`config.mk`:
```
export PLATFORM = sky130hd
export DESIGN_NAME = vc_cache_top
export DESIGN_NICKNAME = d
export VERILOG_FILES = /design/src/rtl/vc_pkg.sv /design/src/rtl/vc_dm_array.sv /design/src/rtl/vc_lru.sv /design/src/rtl/vc_victim_store.sv /design/src/rtl/vc_cache_top.sv
export SDC_FILE = /design/constraint.sdc
export NUM_CORES = 1
export LEC_CHECK = 0
export BUFFER_PORTS_ARGS = -buffer_cell sky130_fd_sc_hd__buf_2
export CAP_MARGIN = 20
export CORE_MARGIN = 2
export CORE_UTILIZATION = 55
export DETAILED_ROUTE_END_ITERATION = 10
export PLACE_DENSITY = 0.71
export SLEW_MARGIN = 20
export SYNTH_ARGS = -nofsm -noshare
export SYNTH_HDL_FRONTEND = slang
export SYNTH_SLANG_ARGS = --single-unit
export TNS_END_PERCENT = 30
```
`constraint.sdc`:
```
create_clock -name clk -period 0.9 [get_ports clk]
set_input_delay 0.045 -clock clk [delete_from_list [all_inputs] [get_ports clk]]
set_output_delay 0.045 -clock clk [all_outputs]
set_load 0.005 [all_outputs]
```
`src/rtl/vc_pkg.sv`:
```
package vc_pkg;
  typedef enum logic [0:0] {
    ST_IDLE = 1'b0,
    ST_FILL = 1'b1
  } vc_state_e;
endpackage

```
`src/rtl/vc_dm_array.sv`:
```
module vc_dm_array #(
  parameter int IDX_W  = 2,
  parameter int TAG_W  = 6,
  parameter int DATA_W = 16
) (
  input  logic              clk,
  input  logic              rst_n,
  input  logic [IDX_W-1:0]  rd_idx,
  output logic              rd_valid,
  output logic [TAG_W-1:0]  rd_tag,
  output logic [DATA_W-1:0] rd_data,
  input  logic              wr_en,
  input  logic [IDX_W-1:0]  wr_idx,
  input  logic              wr_valid,
  input  logic [TAG_W-1:0]  wr_tag,
  input  logic [DATA_W-1:0] wr_data
);
  localparam int LINES = 1 << IDX_W;

  logic [LINES-1:0]  valid_q, valid_d;
  logic [TAG_W-1:0]  tag_q  [LINES];
  logic [DATA_W-1:0] data_q [LINES];

  always_comb begin
    valid_d = valid_q;
    if (wr_en) valid_d[wr_idx] = wr_valid;
  end

  always_ff @(posedge clk or negedge rst_n) begin
    if (!rst_n) valid_q <= '0;
    else if (wr_en) valid_q <= valid_d;
  end

  // Tag and data arrays carry no reset: the valid bit qualifies them.
  always_ff @(posedge clk) begin
    if (wr_en && wr_valid) begin
      tag_q[wr_idx]  <= wr_tag;
      data_q[wr_idx] <= wr_data;
    end
  end

  assign rd_valid = valid_q[rd_idx];
  assign rd_tag   = tag_q[rd_idx];
  assign rd_data  = data_q[rd_idx];
endmodule

```
`src/rtl/vc_lru.sv`:
```
module vc_lru #(
  parameter int DEPTH = 4,
  localparam int PTR_W = $clog2(DEPTH)
) (
  input  logic             clk,
  input  logic             rst_n,
  input  logic             touch_en,
  input  logic [PTR_W-1:0] touch_ptr,
  input  logic [DEPTH-1:0] valid_vec,
  output logic [PTR_W-1:0] victim_ptr
);
  // Ages form a permutation of 0..DEPTH-1; 0 is newest. DEPTH must be a power of two.
  logic [PTR_W-1:0] age_q [DEPTH];
  logic [PTR_W-1:0] age_d [DEPTH];
  logic [DEPTH-1:0] oldest_vec;
  logic [PTR_W-1:0] oldest_ptr, empty_ptr;

  always_comb begin
    for (int i = 0; i < DEPTH; i++) begin
      age_d[i] = age_q[i];
      if (touch_en) begin
        if (PTR_W'(i) == touch_ptr)          age_d[i] = '0;
        else if (age_q[i] < age_q[touch_ptr]) age_d[i] = age_q[i] + 1'b1;
      end
    end
  end

  always_ff @(posedge clk or negedge rst_n) begin
    if (!rst_n) begin
      for (int i = 0; i < DEPTH; i++) age_q[i] <= PTR_W'(i);
    end else if (touch_en) begin
      for (int i = 0; i < DEPTH; i++) age_q[i] <= age_d[i];
    end
  end

  generate
    for (genvar g = 0; g < DEPTH; g++) begin : g_oldest
      assign oldest_vec[g] = (age_q[g] == PTR_W'(DEPTH - 1));
    end
  endgenerate

  always_comb begin
    oldest_ptr = '0;
    empty_ptr  = '0;
    for (int i = DEPTH - 1; i >= 0; i--) begin
      if (oldest_vec[i])  oldest_ptr = PTR_W'(i);
      if (!valid_vec[i])  empty_ptr  = PTR_W'(i);
    end
    victim_ptr = (&valid_vec) ? oldest_ptr : empty_ptr;
  end

  // exactly one entry is the replacement candidate by age
  assert_single_oldest_R8: assert property (@(posedge clk) disable iff (!rst_n)
    $countones(oldest_vec) == 1);
  // a touched entry becomes newest
  assert_touch_newest_R8: assert property (@(posedge clk) disable iff (!rst_n)
    touch_en |=> age_q[$past(touch_ptr)] == '0);
endmodule

```
`src/rtl/vc_victim_store.sv`:
```
module vc_victim_store #(
  parameter int DEPTH  = 4,
  parameter int ADDR_W = 8,
  parameter int DATA_W = 16,
  localparam int PTR_W = $clog2(DEPTH)
) (
  input  logic              clk,
  input  logic              rst_n,
  input  logic [ADDR_W-1:0] look_addr,
  output logic              hit,
  output logic [DATA_W-1:0] hit_data,
  input  logic              wr_en,
  input  logic              wr_at_hit,
  input  logic              wr_valid,
  input  logic [ADDR_W-1:0] wr_addr,
  input  logic [DATA_W-1:0] wr_data
);
  logic [DEPTH-1:0]  valid_q, valid_d;
  logic [ADDR_W-1:0] addr_q [DEPTH];
  logic [DATA_W-1:0] data_q [DEPTH];
  logic [DEPTH-1:0]  match_vec;
  logic [PTR_W-1:0]  hit_ptr, repl_ptr, wr_ptr;

  generate
    for (genvar g = 0; g < DEPTH; g++) begin : g_cmp
      assign match_vec[g] = valid_q[g] && (addr_q[g] == look_addr);
    end
  endgenerate

  always_comb begin
    hit_ptr = '0;
    for (int i = 0; i < DEPTH; i++)
      if (match_vec[i]) hit_ptr = PTR_W'(i);
  end

  assign hit      = |match_vec;
  assign hit_data = data_q[hit_ptr];
  assign wr_ptr   = wr_at_hit ? hit_ptr : repl_ptr;

  vc_lru #(.DEPTH(DEPTH)) u_lru (
    .clk        (clk),
    .rst_n      (rst_n),
    .touch_en   (wr_en),
    .touch_ptr  (wr_ptr),
    .valid_vec  (valid_q),
    .victim_ptr (repl_ptr)
  );

  always_comb begin
    valid_d = valid_q;
    if (wr_en) valid_d[wr_ptr] = wr_valid;
  end

  always_ff @(posedge clk or negedge rst_n) begin
    if (!rst_n) valid_q <= '0;
    else if (wr_en) valid_q <= valid_d;
  end

  always_ff @(posedge clk) begin
    if (wr_en && wr_valid) begin
      addr_q[wr_ptr] <= wr_addr;
      data_q[wr_ptr] <= wr_data;
    end
  end

  // an address is held by at most one entry
  assert_single_match_R10: assert property (@(posedge clk) disable iff (!rst_n)
    $onehot0(match_vec));
  // a swap never targets an entry that did not match
  assert_swap_on_hit_R8: assert property (@(posedge clk) disable iff (!rst_n)
    (wr_en && wr_at_hit) |-> hit);
endmodule

```
`src/rtl/vc_cache_top.sv`:
```
module vc_cache_top #(
  parameter int ADDR_W   = 8,
  parameter int IDX_W    = 2,
  parameter int DATA_W   = 16,
  parameter int VC_DEPTH = 4
) (
  input  logic              clk,
  input  logic              rst_n,
  input  logic              req_valid,
  input  logic [ADDR_W-1:0] req_addr,
  output logic              busy,
  output logic              resp_valid,
  output logic [DATA_W-1:0] resp_data,
  output logic              mem_req_valid,
  output logic [ADDR_W-1:0] mem_req_addr,
  input  logic              mem_rsp_valid,
  input  logic [DATA_W-1:0] mem_rsp_data
);
  import vc_pkg::*;
  localparam int TAG_W = ADDR_W - IDX_W;

  // Reset: asserted asynchronously, released on a clock edge.
  logic [1:0] rst_sync_q;
  logic       rst_ni;
  always_ff @(posedge clk or negedge rst_n) begin
    if (!rst_n) rst_sync_q <= 2'b00;
    else        rst_sync_q <= {rst_sync_q[0], 1'b1};
  end
  assign rst_ni = rst_sync_q[1];

  vc_state_e         state_q, state_d;
  logic [ADDR_W-1:0] pend_q, pend_d;
  logic              resp_v_q, resp_v_d;
  logic [DATA_W-1:0] resp_d_q, resp_d_d;

  logic [IDX_W-1:0]  req_idx;
  logic [TAG_W-1:0]  req_tag;
  logic              accept, dm_hit;
  logic              dm_rd_valid;
  logic [TAG_W-1:0]  dm_rd_tag;
  logic [DATA_W-1:0] dm_rd_data;
  logic              dm_wr_en, dm_wr_valid;
  logic [IDX_W-1:0]  dm_wr_idx;
  logic [TAG_W-1:0]  dm_wr_tag;
  logic [DATA_W-1:0] dm_wr_data;
  logic              vc_hit;
  logic [DATA_W-1:0] vc_hit_data;
  logic              vc_wr_en, vc_wr_at_hit;

  assign req_idx = req_addr[IDX_W-1:0];
  assign req_tag = req_addr[ADDR_W-1:IDX_W];
  assign accept  = req_valid && (state_q == ST_IDLE);
  assign dm_hit  = dm_rd_valid && (dm_rd_tag == req_tag);

  vc_dm_array #(.IDX_W(IDX_W), .TAG_W(TAG_W), .DATA_W(DATA_W)) u_dm (
    .clk      (clk),
    .rst_n    (rst_ni),
    .rd_idx   (req_idx),
    .rd_valid (dm_rd_valid),
    .rd_tag   (dm_rd_tag),
    .rd_data  (dm_rd_data),
    .wr_en    (dm_wr_en),
    .wr_idx   (dm_wr_idx),
    .wr_valid (dm_wr_valid),
    .wr_tag   (dm_wr_tag),
    .wr_data  (dm_wr_data)
  );

  // The displaced line always carries the direct-mapped line's own address.
  vc_victim_store #(.DEPTH(VC_DEPTH), .ADDR_W(ADDR_W), .DATA_W(DATA_W)) u_vc (
    .clk       (clk),
    .rst_n     (rst_ni),
    .look_addr (req_addr),
    .hit       (vc_hit),
    .hit_data  (vc_hit_data),
    .wr_en     (vc_wr_en),
    .wr_at_hit (vc_wr_at_hit),
    .wr_valid  (dm_rd_valid),
    .wr_addr   ({dm_rd_tag, req_idx}),
    .wr_data   (dm_rd_data)
  );

  always_comb begin
    state_d      = state_q;
    pend_d       = pend_q;
    resp_v_d     = 1'b0;
    resp_d_d     = resp_d_q;
    dm_wr_en     = 1'b0;
    dm_wr_idx    = req_idx;
    dm_wr_valid  = 1'b0;
    dm_wr_tag    = req_tag;
    dm_wr_data   = vc_hit_data;
    vc_wr_en     = 1'b0;
    vc_wr_at_hit = 1'b0;
    if (accept) begin
      if (dm_hit) begin
        resp_v_d = 1'b1;
        resp_d_d = dm_rd_data;
      end else if (vc_hit) begin
        // exchange: buffer line into the slot, slot line into that entry
        dm_wr_en     = 1'b1;
        dm_wr_valid  = 1'b1;
        vc_wr_en     = 1'b1;
        vc_wr_at_hit = 1'b1;
        resp_v_d     = 1'b1;
        resp_d_d     = vc_hit_data;
      end else begin
        // both miss: park the displaced line, free the slot, fetch
        dm_wr_en = 1'b1;
        vc_wr_en = dm_rd_valid;
        pend_d   = req_addr;
        state_d  = ST_FILL;
      end
    end
    if (state_q == ST_FILL && mem_rsp_valid) begin
      dm_wr_en    = 1'b1;
      dm_wr_idx   = pend_q[IDX_W-1:0];
      dm_wr_valid = 1'b1;
      dm_wr_tag   = pend_q[ADDR_W-1:IDX_W];
      dm_wr_data  = mem_rsp_data;
      resp_v_d    = 1'b1;
      resp_d_d    = mem_rsp_data;
      state_d     = ST_IDLE;
    end
  end

  always_ff @(posedge clk or negedge rst_ni) begin
    if (!rst_ni) begin
      state_q  <= ST_IDLE;
      resp_v_q <= 1'b0;
    end else begin
      state_q  <= state_d;
      resp_v_q <= resp_v_d;
    end
  end

  always_ff @(posedge clk) begin
    if (accept) pend_q <= pend_d;
    if (resp_v_d) resp_d_q <= resp_d_d;
  end

  assign busy          = (state_q == ST_FILL);
  assign mem_req_valid = (state_q == ST_FILL);
  assign mem_req_addr  = pend_q;
  assign resp_valid    = resp_v_q;
  assign resp_data     = resp_d_q;

  // a line is never present in both structures
  assert_exclusive_R5: assert property (@(posedge clk) disable iff (!rst_ni)
    accept |-> !(dm_hit && vc_hit));
  // a direct-mapped hit answers next cycle with the slot data
  assert_dm_hit_resp_R3: assert property (@(posedge clk) disable iff (!rst_ni)
    (accept && dm_hit) |=> resp_valid && !mem_req_valid && resp_data == $past(dm_rd_data));
  // a buffer hit answers next cycle without a fetch
  assert_vc_hit_resp_R4: assert property (@(posedge clk) disable iff (!rst_ni)
    (accept && !dm_hit && vc_hit) |=> resp_valid && !mem_req_valid);
  // a double miss starts a fetch for the requested address
  assert_miss_fetch_R6: assert property (@(posedge clk) disable iff (!rst_ni)
    (accept && !dm_hit && !vc_hit) |=> mem_req_valid && !resp_valid && mem_req_addr == $past(req_addr));
  // an unanswered fetch is held steady
  assert_fetch_hold_R6: assert property (@(posedge clk) disable iff (!rst_ni)
    (mem_req_valid && !mem_rsp_valid) |=> mem_req_valid && $stable(mem_req_addr));
  // an answer ends the fetch and returns the data
  assert_refill_resp_R7: assert property (@(posedge clk) disable iff (!rst_ni)
    (mem_req_valid && mem_rsp_valid) |=> resp_valid && !busy && resp_data == $past(mem_rsp_data));
  // an idle response strobe produces nothing
  assert_idle_rsp_ignored_R9: assert property (@(posedge clk) disable iff (!rst_ni)
    (!busy && !req_valid) |=> !resp_valid && !mem_req_valid);
endmodule

```
# After elaboration in Yosys (flattened, before gate mapping)
# Memory sizes are Yosys's and may differ from the RTL's.
# Index checks and enable logic that the tools add are counted.
# classes
n_addsub	4
order_cmp	10
eq_ne	14
muxes	60
n_bitwise	4
reduce_logical	27
# op_table
cell	n
2-to-1 mux 16 bit	5
2-to-1 mux 2 bit	23
equality test 8 bit	4
2-to-1 mux 1 bit	25
logical AND 1 bit	11
nonzero test 2 bit	5
< comparator 2 x 3 -> 1 bit (second input constant)	3
AND reduction 3 bit	3
adder 2 x 1 -> 2 bit (second input constant)	4
bitwise mux 4 bit	2
equality test 2 bit (second input constant)	4
< comparator 2 bit	4
AND reduction 2 bit	4
equality test 6 bit	1
2-to-1 mux 6 bit	1
binary-select mux 2 bit (select 2 bit)	1
demux 1 bit (select 2 bit)	2
equality test 2 bit (first input constant)	2
greater-or-equal comparator 2 x 1 -> 1 bit (second input constant)	2
AND reduction 4 bit	1
OR reduction 4 bit	1
greater-or-equal comparator 3 bit (second input constant)	1
NOT 1 bit	3
NOT 2 -> 3 bit	1
6 further kinds	6
# word_totals
regBits	44
mem_bits_rw	184
input_bits	28
output_inout_bits	27
wordCells	134
mem_count	4
# memory_table
memory	depth	width	rd	rd_clocked_by_memory_dff	write_ports	line_no	rtl
u_dm.data_q	4	16	1	0	1	vc_dm_array.sv:22	logic [DATA_W-1:0] data_q [LINES];
u_vc.data_q	4	16	1	0	1	vc_victim_store.sv:20	logic [DATA_W-1:0] data_q [DEPTH];
u_vc.addr_q	4	8	4	0	1	vc_victim_store.sv:19	logic [ADDR_W-1:0] addr_q [DEPTH];
u_dm.tag_q	4	6	1	0	1	vc_dm_array.sv:21	logic [TAG_W-1:0] tag_q [LINES];

# Longest topological paths before layout
# Gate-level depths: netlist (run 1).
# An unclocked memory read counts as a cell.
# logic_depth
depth_word	15
mapped_depth	14
depth_no_buf	11

# Cells and area by module
# A second synthesis (run 1) with hierarchy kept.
# hier_totals
cells_unflattened	604
hier_area_um2	10035.9
# by_module_without_submodules
module	instances	cells_per_inst	area_per_inst_um2	seq_area_each_um2
vc_victim_store	1	248	4108.9	2982.9
vc_dm_array	1	134	3430.8	2742.6
vc_cache_top	1	133	1707.9	820.8
vc_lru	1	89	788.3	205.2

# Worst setup path after synthesis (run 1)
# No wires, ideal clock.
# synth_path
kind	reg2reg
start	memory u_dm.tag_q[1][2]
end	register resp_d_q[0], in the netlist resp_data[0], enable pin
setup_ns	0.411
t_arrival_ns	3.325
required_ns	0.489
path_slack_ns	-2.836
stages_incl_launch_ff	8
path_buffers	1
synth_period_minus_slack_ns	3.736
cell_sequence	edfxtp_1 -> mux4_1 -> xnor2_1 -> nand4_4 -> nor2_8 -> buf_1 -> nor2_1 -> o21ai_0
# synth_via
elab_chain_cells	7
word_cells_on_any_way	8
cone_classes	eq/ne (1); mux (3); reduce/logical (3); memory (1)
# synth_rtl
element	line_no	rtl
from (decl)	vc_dm_array.sv:21	
memory (4 x 6 bit) *	n/a	
named net dm_rd_tag[2]	vc_cache_top.sv:40	logic [TAG_W-1:0] dm_rd_tag;
equality test 6 bit *	vc_cache_top.sv:53	assign dm_hit = dm_rd_valid && (dm_rd_tag == req_tag);
logical AND 1 bit *	vc_cache_top.sv:53	
2-to-1 mux 1 bit	vc_cache_top.sv:96	if (dm_hit) begin
2-to-1 mux 1 bit	vc_cache_top.sv:95	if (accept) begin
2-to-1 mux 1 bit	vc_cache_top.sv:115	if (state_q == ST_FILL && mem_rsp_valid) begin
AND reduction 3 bit (no source line) *	n/a	
to (signal assigned)	vc_cache_top.sv:139	if (resp_v_d) resp_d_q <= resp_d_d;
to (decl)	vc_cache_top.sv:34	logic [DATA_W-1:0] resp_d_q, resp_d_d;
# Mark *: on every way through the listed nets, which the timed path passes. The rest lies on a longest branch.
# A chain may end at the register's enable or synchronous reset.

==> results of run 1 <==
==> kinds of logic (layout without fill, tap and decap cells) <==
kind of cell,after synthesis,in the layout,share of synthesized area
simple gates,108,111,0.0537
fa+ha+maj,4,4,0.00513
other cells,1,1,0.000384
mux,61,61,0.0933
xor+xnor,38,38,0.0357
compound gates,130,130,0.0929
buf+inv,58,345,0.0268
flops,228,228,0.692
==> report_power, final <==
part	total (mW)	internal [mW]	switching, mW
logic	10.6	5.35	5.27
clock network	9.59	5.47	4.12
registers	13.2	12.8	0.392
==> registers in the layout (all words and copies together) (netlist names) <==
name              count
u_dm.data_q          64
u_vc.data_q          64
u_vc.addr_q          32
u_dm.tag_q           24
resp_data            16
mem_req_addr          8
u_vc.u_lru.age_q      8
u_dm.valid_q          4
u_vc.valid_q          4
rst_sync_q            2
busy                  1
resp_valid            1
==> layer usage <==
metal / global-route usage / part of all wire / wire length (um)
met5: 0 / 0 / 0
met4: 0.101 / 0.049 / 1370
met3: 0.0386 / 0.065 / 1810
met2: 0.469 / 0.51 / 14100
met1: 0.352 / 0.38 / 10600
==> timing repair <==
item / 4_1_cts / 5_1_grt
setup endpoints to repair: 445 / 445
pin swaps: 14 / 37
hold buffers: 24 / 0
setup buffers: 36 / 21
hold endpoints to repair: 24 / 0
cloned: 6 / 6
resized for setup: 50 / 93
==> per-stage QoR <==
stage               instance area, um^2  setup slack, ps  setup TNS, ps  cells
floorplan                          9870            -1980        -550880    628
global placement                  11500            -2040        -593710   1015
detailed placement                11500            -2150        -617380   1015
CTS                               13200            -1980        -597080   1124
global route                      13800            -2280        -641510   1143
finish                            13800            -2190        -621400   1143
==> synth_stat cells (2+ instances only) <==
| master | count | area [um^2] |
|---|---|---|
| a211oi_1 | 21 | 158 |
| a211oi_2 | 4 | 50.1 |
| a21o_1 | 4 | 30.0 |
| a21o_4 | 2 | 30.0 |
| a21oi_1 | 54 | 270 |
| a222oi_1 | 2 | 20.0 |
| a31oi_1 | 5 | 31.3 |
| and2_1 | 3 | 18.8 |
| and3_1 | 2 | 12.5 |
| buf_1 | 4 | 15.0 |
| buf_2 | 8 | 40.0 |
| buf_6 | 4 | 45.0 |
| clkbuf_1 | 15 | 56.3 |
| dfrtp_1 | 16 | 400 |
| dfstp_2 | 4 | 105 |
| edfxtp_1 | 208 | 6250 |
| ha_1 | 4 | 50.1 |
| inv_1 | 26 | 97.6 |
| mux2_2 | 6 | 67.6 |
| mux2i_1 | 32 | 320 |
| mux4_2 | 22 | 495 |
| nand2_1 | 22 | 82.6 |
| nand3_1 | 5 | 25.0 |
| nand4_1 | 3 | 18.8 |
| nor2_1 | 48 | 180 |
| nor2b_1 | 3 | 18.8 |
| nor3_1 | 7 | 35.0 |
| nor3b_1 | 2 | 15.0 |
| nor4_1 | 2 | 12.5 |
| o21ai_0 | 14 | 70.1 |
| o221a_2 | 2 | 22.5 |
| o22ai_1 | 2 | 12.5 |
| o32ai_1 | 3 | 26.3 |
| or2_1 | 2 | 12.5 |
| or3_1 | 2 | 12.5 |
| xnor2_1 | 22 | 193 |
| xnor2_2 | 2 | 32.5 |
| xor2_1 | 14 | 123 |
==> worst paths after layout <==
path | startpoint | end
max in group asynchronous | rst_n | rst_sync_q[1]
setup / recovery | u_vc.addr_q[1][5] | u_vc.u_lru.age_q[0]
hold / removal | mem_rsp_data[13] | u_dm.data_q[0][13]
setup reg to reg | u_vc.addr_q[1][5] | u_vc.u_lru.age_q[0]
min in group asynchronous | rst_sync_q[1] | u_dm.valid_q[0]
hold reg to reg | rst_sync_q[1] | u_dm.valid_q[0]
==> cell type report <==
cell class	instances	area, um^2
well taps	225	282
inverters	26	97.6
fillers	879	3480
flip-flops and latches	228	6750
multi-input cells	345	3260
clock buffers	26	608
clock inverters	18	154
repair buffers	275	2670
==> worst reg2reg max path: stages, from the launching register on <==
cell and delay [ps]:
edfxtp_1 420, xnor2_2 180, nand4_1 270, nor3_4 270, a21oi_1 110, buf_4 160
a211oi_4 430, a21o_4 200, a211oi_2 90, or2_4 280, or2_4 270, a222oi_1 300
==> metrics, run 1 <==
number of buffers created by CTS 24; largest net degree at the start of global routing 34; Total GRT Usage 0.272; CP startpoint kind register; final worst-path cycle share 3.44; Hold Violations, Final 0; Final #Nets 932; VDD IR max 0.00176 V; Root Buffer clkbuf_16; Clock Path Buffers 3; antenna-violating nets left 0; fmax 0.323 GHz; fin worst setup slack -2190 ps; RSZ-0062 raised after global routing yes; CP peak stage delay 430 ps; clk_lat worst skew 530 ps; Sink Count 228; drt total wl 27.9 mm; first-pass GRT wire length 37.9 mm; Yosys reg bits 228; violations in the final reports negative setup slack; Via density 5.96; Async SR Flop Fraction 0.0877; Hold Slack 12.6 ps; Crit. path cell count 11; wire per inst 24.4 um; Buf+Inv Stages, Crit Path 1; core area 17300 um^2; worst rel slew slack 0.269; Hold Path Depth 3; critical-path cell list xnor2_2, nand4_1, nor3_4, a21oi_1, buf_4, a211oi_4, a21o_4, a211oi_2, or2_4, or2_4, a222oi_1; clk slew on worst S/H paths 60 ps; cell area after synthesis 9750 um^2; Req. time, crit path 1320 ps; reg2reg path depth 11; Top FF cell, synth edfxtp_1; total grt overflow 0; P_leak 5.11 nW; Worst Path Max Fanout 6; Row Count 48; Pwr Total 33.4 mW; Seq/Total Area, Yosys 0.692; critical path type reg2reg; Post-synth EDFFs 208; commonest non-fill, non-tap cells in the layout 208 x edfxtp_1, 114 x buf_4, 52 x buf_2; Die Ht 137 um; Slowest cell on crit path a211oi_4; CP endpoint kind register; fin. max-slew vios 0; drt first pass iters 5; TritonCTS clock tree built; commonest non-fill, non-tap cell in the layout edfxtp_1; reg2reg setup slack -2190 ps; Hold/Removal Path Class in2reg; io pins 55; Top delay family on crit path compound AO/OA/AOI/OAI gates; CTS H-tree lvls 1; die area 18800 um^2; area grow syn2layout 41.7%; initial DRC count 600; Initial Util 0.564; Synth Instances 628; Vias 6808; syn_nets 660; Diodes inserted 0; worst-margin pin slew 1090 ps; max cap viols 0; Syn Area/Cell 15.5 um^2; Setup Skew 12.5 ps; # DRC 0; Post-DP HPWL 14.2 mm; WP data arrival 3510 ps; post-route minimum period 3090 ps; vias in the first global route 6798; port buffer count 54; distinct cell type count after synthesis 65; layout cell share with drive strength beyond 1 0.449; status finished with violations; fin util 0.799; initial antenna violation count 0; power per standard cell area 2420 nW/um^2; crit-path most repeated cell or2_4; Die X 137 um; Final setup violation count 445; GP Congestion 0.841; yosys warns 0
(Power assumes the default switching activity.)
==> inputs of run 2 (changes only) <==
--- a/config.mk
+++ b/config.mk
@@ -5,6 +5,7 @@
 export SDC_FILE = /design/constraint.sdc
 export NUM_CORES = 1
 export LEC_CHECK = 0
+export ABC_AREA = 1
 export BUFFER_PORTS_ARGS = -buffer_cell sky130_fd_sc_hd__buf_2
 export CAP_MARGIN = 20
 export CORE_MARGIN = 2
==> metrics, run 2 <==
syn_nets 903 (was 660); Root Buffer clkbuf_16 (unchanged); fin worst setup slack -1590 ps (was -2190 ps); Async SR Flop Fraction 0.0877 (unchanged); CP startpoint kind register (unchanged); TritonCTS clock tree built (unchanged); violations in the final reports negative setup slack (unchanged); yosys warns 0 (unchanged); Top Registers u_dm.data_q (64), u_vc.data_q (64), u_vc.addr_q (32) (unchanged); reg2reg path depth 15 (was 11); most numerous cell in the Yosys netlist edfxtp_1 (unchanged); Total GRT Usage 0.273 (was 0.272); critical-path cell list buf_6, nor2_4, nor2_4, nand3_2, nor2_2, nor2_2, buf_4, clkinvlp_4, buf_4, clkbuf_16, nor2_1, nand2_1, o311ai_1, buf_4, o211ai_1 (was xnor2_2, nand4_1, nor3_4, a21oi_1, buf_4, a211oi_4, a21o_4, a211oi_2, or2_4, or2_4, a222oi_1); post-synth top area share 0.631 (was 0.640); Syn Area/Cell 11.4 um^2 (was 15.5 um^2); Post-Place Worst Slack -1620 ps (was -2150 ps); fin. max-slew vios 0 (unchanged); crit-path most repeated cell buf_4 (was or2_4); Hold Violations, Final 0 (unchanged); CP peak stage delay 420 ps (was 430 ps); Hold/Removal Path Class in2reg (unchanged); worst rel slew slack 0.611 (was 0.269); Req. time, crit path 1140 ps (was 1320 ps); Via density 5.70 (was 5.96); Top delay family on crit path buffers and inverters (was compound AO/OA/AOI/OAI gates); Pwr Total 28.9 mW (was 33.4 mW); die area 19100 um^2 (was 18800 um^2); GP Congestion 0.904 (was 0.841); # DRC 0 (unchanged); core area 17800 um^2 (was 17300 um^2); clk slew on worst S/H paths 60 ps (about the same); DP Cell Count 1278 (was 1015); drt total wl 27.4 mm (was 27.9 mm); port buffer count 54 (unchanged); post-route minimum period 2490 ps (was 3090 ps); max cap viols 0 (unchanged); CTS H-tree lvls 1 (unchanged); Synth area leaders edfxtp_1 63%, nand2_1 7.6%, dfrtp_1 4.0%, o21ai_0 3.9%, nor2_1 3.7% (was edfxtp_1 64%, mux4_2 5.1%, dfrtp_1 4.1%, mux2i_1 3.3%, a21oi_1 2.8%); status finished with violations (unchanged); synth cell count leaders 208 x edfxtp_1, 201 x nand2_1, 98 x nor2_1 (was 208 x edfxtp_1, 54 x a21oi_1, 48 x nor2_1); fillcell total 1081 (was 879); cell area after synthesis 9900 um^2 (was 9750 um^2); reg2reg setup slack -1590 ps (was -2190 ps); Hold Path Depth 2 (was 3); drt first pass iters 5 (unchanged); critical path type reg2reg (unchanged); vias in the first global route 7476 (was 6798); Hold Slack 44.6 ps (was 12.6 ps); Seq/Total Area, Yosys 0.682 (was 0.692); area grow syn2layout 36.9% (was 41.7%); area leader, netlist edfxtp_1 (unchanged); min-delay src req_addr[1] (was mem_rsp_data[13]); Clock Path Buffers 3 (unchanged); power per standard cell area 2130 nW/um^2 (was 2420 nW/um^2); CP endpoint kind register (unchanged); RSZ-0062 raised after global routing yes (unchanged); Die X 138 um (was 137 um); multi-input combinational cell area 3200 um^2 (was 3260 um^2); layout cell share with drive strength beyond 1 0.332 (was 0.449); R2R Path Start u_vc.addr_q[2][4] (was u_vc.addr_q[1][5]); Synth Instances 871 (was 628); Worst Hold End u_vc.addr_q[2][1] (was u_dm.data_q[0][13]); fmax 0.401 GHz (was 0.323 GHz); M1 wire length 11.5 mm (was 10.6 mm); Post-DP HPWL 17.2 mm (was 14.2 mm); Seq. cell area 6750 um^2 (unchanged); commonest non-fill, non-tap cells in the layout 208 x edfxtp_1, 183 x nand2_1, 143 x buf_4 (was 208 x edfxtp_1, 114 x buf_4, 52 x buf_2); number of buffers created by CTS 24 (unchanged); commonest non-fill, non-tap cell in the layout edfxtp_1 (unchanged); distinct cell type count after synthesis 39 (was 65); Diodes inserted 0 (unchanged); clk_lat worst skew 520 ps (was 530 ps); wire per inst 20.0 um (was 24.4 um); Buf+Inv Stages, Crit Path 6 (was 1); io pins 55 (unchanged); Final setup violation count 445 (unchanged); worst-margin pin slew 577 ps (was 1090 ps); Sink Count 228 (unchanged); initial DRC count 840 (was 600); P_leak 5.23 nW (was 5.11 nW); Row Count 49 (was 48); largest net degree at the start of global routing 33 (was 34); setup TNS -495130 ps (was -621400 ps); initial antenna violation count 0 (unchanged); metal3 WL 1.97 mm (was 1.81 mm); total grt overflow 0 (unchanged); final std cells w/o fill 1371 (was 1143); Initial Util 0.555 (was 0.564); Vias 7820 (was 6808); Max Used Layer met4 (unchanged); Top FF cell, synth edfxtp_1 (unchanged); Die Ht 138 um (was 137 um); VDD IR max 0.00212 V (was 0.00176 V); Yosys reg bits 228 (unchanged); Slowest cell on crit path edfxtp_1 (was a211oi_4); Post-synth EDFFs 208 (unchanged); reg2reg end resp_data[6] (was u_vc.u_lru.age_q[0]); final worst-path cycle share 2.77 (was 3.44); Setup Skew 11.4 ps (was 12.5 ps); WP data arrival 2730 ps (was 3510 ps); first-pass GRT wire length 40.7 mm (was 37.9 mm); antenna-violating nets left 0 (unchanged); DR WL met2 13.1 mm (was 14.1 mm); Worst Path Max Fanout 8 (was 6); Final #Nets 1157 (was 932)
-- run 2: what timing repair did --
action | CTS | global route
pin swaps | 19 | 18
hold buffers | 28 | 0
setup buffers | 11 | 9
gates resized for setup | 69 | 32
endpoints found under the setup margin | 445 | 445
gates cloned | 1 | 4
hold endpoints to repair | 83 | 0
-- run 2: metrics by stage --
| step | util | cell area (um^2) |
|---|---|---|
| floorplan | - | 10000 |
| global placement | 0.666 | 11900 |
| detailed placement | 0.666 | 11900 |
| CTS | 0.743 | 13300 |
| global route | 0.760 | 13600 |
| finish | 0.760 | 13600 |
-- run 2: worst max-delay path by stage --
stage	start	end	slack (ps)	depth (start not counted)
finish	u_vc.addr_q[2][4]	resp_data[6]	-1590	15
global route	u_vc.addr_q[2][4]	resp_data[1]	-1670	14
CTS	u_vc.addr_q[2][0]	u_vc.data_q[0][6]	-1500	16
detailed placement	u_vc.valid_q[2]	u_dm.data_q[2][2]	-1620	14
global placement	u_vc.valid_q[2]	u_vc.data_q[0][14]	-1520	16
floorplan	u_vc.addr_q[2][7]	u_vc.addr_q[2][0]	-1410	13
-- run 2: final cells by class --
| type | count | area share |
|---|---|---|
| Sequential cell | 228 | 0.498 |
| Multi-Input combinational cell | 547 | 0.236 |
| Timing Repair Buffer | 261 | 0.169 |
| Clock buffer | 26 | 0.0449 |
| Tap cell | 229 | 0.0211 |
| Inverter | 63 | 0.0179 |
| Clock inverter | 17 | 0.0127 |
-- run 2: power by group --
| group | switching, mW | internal, mW |
|---|---|---|
| Combinational | 3.79 | 2.81 |
| Sequential | 0.293 | 12.3 |
| Clock | 3.96 | 5.75 |
| Total | 8.04 | 20.9 |
-- run 2: cell families after synthesis --
family                   share of synthesized area
flip-flops                                   0.682
other                                     0.000379
AO/OA/AOI/OAI                               0.0988
adder cells (fa/ha/maj)                    0.00506
buffers and inverters                       0.0406
XOR/XNOR                                    0.0150
AND/OR/NAND/NOR                              0.158
-- run 2: routing by layer --
metal  track usage  vias to the layer above
met2         0.427                      367
met5             0                        -
met3        0.0488                       59
met4        0.0918                        0
met1         0.394                     3797
li1              -                     3597
==> inputs of run 3 (changes only) <==
==> constraint.sdc (replaced) <==
create_clock -name clk -period 0.9 [get_ports clk]
set_input_delay 0 -clock clk [delete_from_list [all_inputs] [get_ports clk]]
set_output_delay 0 -clock clk [all_outputs]
set_load 0.005 [all_outputs]
==> metrics, run 3 (synthesis gave the netlist of run 2 again) <==
VDD IR max 0.00231 V (was 0.00212 V); largest net degree at the start of global routing 33 (unchanged); # DRC 0 (unchanged); min-delay src req_valid (was req_addr[1]); Pwr Total 28.9 mW (about the same); Final setup violation count 445 (unchanged); die area 19100 um^2 (unchanged); dpl cell area 11800 um^2 (was 11900 um^2); commonest non-fill, non-tap cells in the layout 208 x edfxtp_1, 169 x nand2_1, 124 x buf_4 (was 208 x edfxtp_1, 183 x nand2_1, 143 x buf_4); number of buffers created by CTS 24 (unchanged); Setup Skew 19.2 ps (was 11.4 ps); Row Count 49 (unchanged); Hold Violations, Final 1 (was 0); final worst-path cycle share 2.87 (was 2.77); initial antenna violation count 0 (unchanged); Die Ht 138 um (unchanged); worst setup path startpoint u_vc.addr_q[1][6] (was u_vc.addr_q[2][4]); antenna-violating nets left 0 (unchanged); fmax 0.387 GHz (was 0.401 GHz); critical path type reg2reg (unchanged); post-route minimum period 2580 ps (was 2490 ps); Diodes inserted 0 (unchanged); Die X 138 um (unchanged); fin util 0.775 (was 0.760); GP Congestion 0.888 (was 0.904); DR WL met2 13.4 mm (was 13.1 mm); Total GRT Usage 0.269 (was 0.273); commonest non-fill, non-tap cell in the layout edfxtp_1 (unchanged); CP endpoint kind register (unchanged); Clock Path Buffers 3 (unchanged); clk slew on worst S/H paths 70 ps (was 60 ps); Root Buffer clkbuf_16 (unchanged); Post-DP HPWL 16.9 mm (was 17.2 mm); clk_lat worst skew 520 ps (about the same); core area 17800 um^2 (unchanged); post-route cell area 13800 um^2 (was 13600 um^2); io pins 55 (unchanged); status finished with violations (unchanged); Via density 5.77 (was 5.70); power per standard cell area 2090 nW/um^2 (was 2130 nW/um^2); Hold Slack -22.4 ps (was 44.6 ps); total grt overflow 0 (unchanged); fin worst setup slack -1680 ps (was -1590 ps); CTS H-tree lvls 1 (unchanged); max cap viols 0 (unchanged); Sink Count 228 (unchanged); initial DRC count 776 (was 840); Final #Nets 1153 (was 1157); vias in the first global route 7355 (was 7476); layout cell share with drive strength beyond 1 0.371 (was 0.332); violations in the final reports negative hold slack, negative setup slack (was negative setup slack); critical-path cell list xnor2_2, nand2_1, nor2_1, nand3_1, nand2_1, inv_1, nand2_4, nand3_4, buf_6, a21oi_4, buf_12, nand3_2, nand3_1, nand2_2, inv_2, nand2_2, nand2_2, nand2_2, nand2_2 (was buf_6, nor2_4, nor2_4, nand3_2, nor2_2, nor2_2, buf_4, clkinvlp_4, buf_4, clkbuf_16, nor2_1, nand2_1, o311ai_1, buf_4, o211ai_1); drt total wl 28.2 mm (was 27.4 mm); WP data arrival 3040 ps (was 2730 ps); Hold/Removal Path Class in2reg (unchanged); area grow syn2layout 39.7% (was 36.9%); Worst Path Max Fanout 5 (was 8); Slowest cell on crit path edfxtp_1 (unchanged); wire per inst 20.6 um (was 20.0 um); Initial Util 0.555 (unchanged); P_leak 5.29 nW (was 5.23 nW); TritonCTS clock tree built (unchanged); Req. time, crit path 1360 ps (was 1140 ps); R2R Path Start u_vc.addr_q[1][6] (was u_vc.addr_q[2][4]); first-pass GRT wire length 40.3 mm (was 40.7 mm); crit-path most repeated cell nand2_2 (was buf_4); Top Registers u_dm.data_q (64), u_vc.data_q (64), u_vc.addr_q (32) (unchanged); Vias 7895 (was 7820); RSZ-0062 raised after global routing yes (unchanged); CP peak stage delay 450 ps (was 420 ps); hold_buf cts 28 (unchanged); setup TNS -483380 ps (was -495130 ps); fin. max-slew vios 0 (unchanged); CP startpoint kind register (unchanged); port buffer count 54 (unchanged); M1 wire length 11.7 mm (was 11.5 mm); metal3 WL 2.29 mm (was 1.97 mm); Max Used Layer met4 (unchanged); drt first pass iters 5 (unchanged)
[run 3: changes by cell type in the layout (fill, tap and decap cells not counted), moves of 8 or more]
| cell | change |
|---|---|
| o311ai_1 | -8 |
| buf_4 | -19 |
| buf_6 | +15 |
| nand2_2 | +10 |
| nand2_1 | -14 |
| o21ai_0 | -23 |
| o21ai_1 | +12 |
[run 3: layout make-up]
cell class,count,area (um^2)
Inverter,63,246
Clock buffer,26,608
Fill cell,991,4010
Multi-Input combinational cell,547,3460
Sequential cell,228,6750
Clock inverter,18,150
Timing Repair Buffer,257,2330
Tap cell,229,287
[run 3: per-stage QoR]
step | cells | setup slack, ps
finish | 1368 | -1680
global route | 1368 | -1800
CTS | 1352 | -1420
detailed placement | 1273 | -1500
global placement | 1273 | -1510
floorplan | 871 | -1410
[run 3: power by group]
| group | switching [mW] | internal [mW] | leakage (nW) |
|---|---|---|---|
| sequential | 0.311 | 12.3 | 2.13 |
| clock | 3.99 | 5.47 | 0.373 |
| combinational | 3.88 | 2.99 | 2.79 |
[run 3: final timing paths]
kind	cells past startpoint	slack, ps	endpoint
worst max-delay path	19	-1680	u_vc.u_lru.age_q[3]
worst min-delay path	4	-20	resp_valid
worst max register to register	19	-1680	u_vc.u_lru.age_q[3]
worst min register to register	1	210	resp_valid
max in group asynchronous	1	420	u_vc.u_lru.age_q[3]
min in group asynchronous	1	210	resp_valid
[run 3: per-layer routing]
metal,GRT usage,vias up
met3,0.0416,65
met5,0,-
met4,0.0945,0
met1,0.392,3816
met2,0.419,437
li1,-,3577
[run 3: what timing repair did]
action,in CTS,in global routing
endpoints found under the setup margin,445,445
gates resized for setup,69,138
cloned,0,5
endpoints found under the hold margin,94,1
pin swaps,5,32
buffers inserted,7,15
[run 3: critical path: cells and delay by family (launching register included)]
kind,cells,cell delay (ps)
AOI/OAI and AO/OA,1,180
xor gates and xnor gates,1,230
buffers and inverters,4,400
DFF,1,450
and+or+nand+nor,13,1250
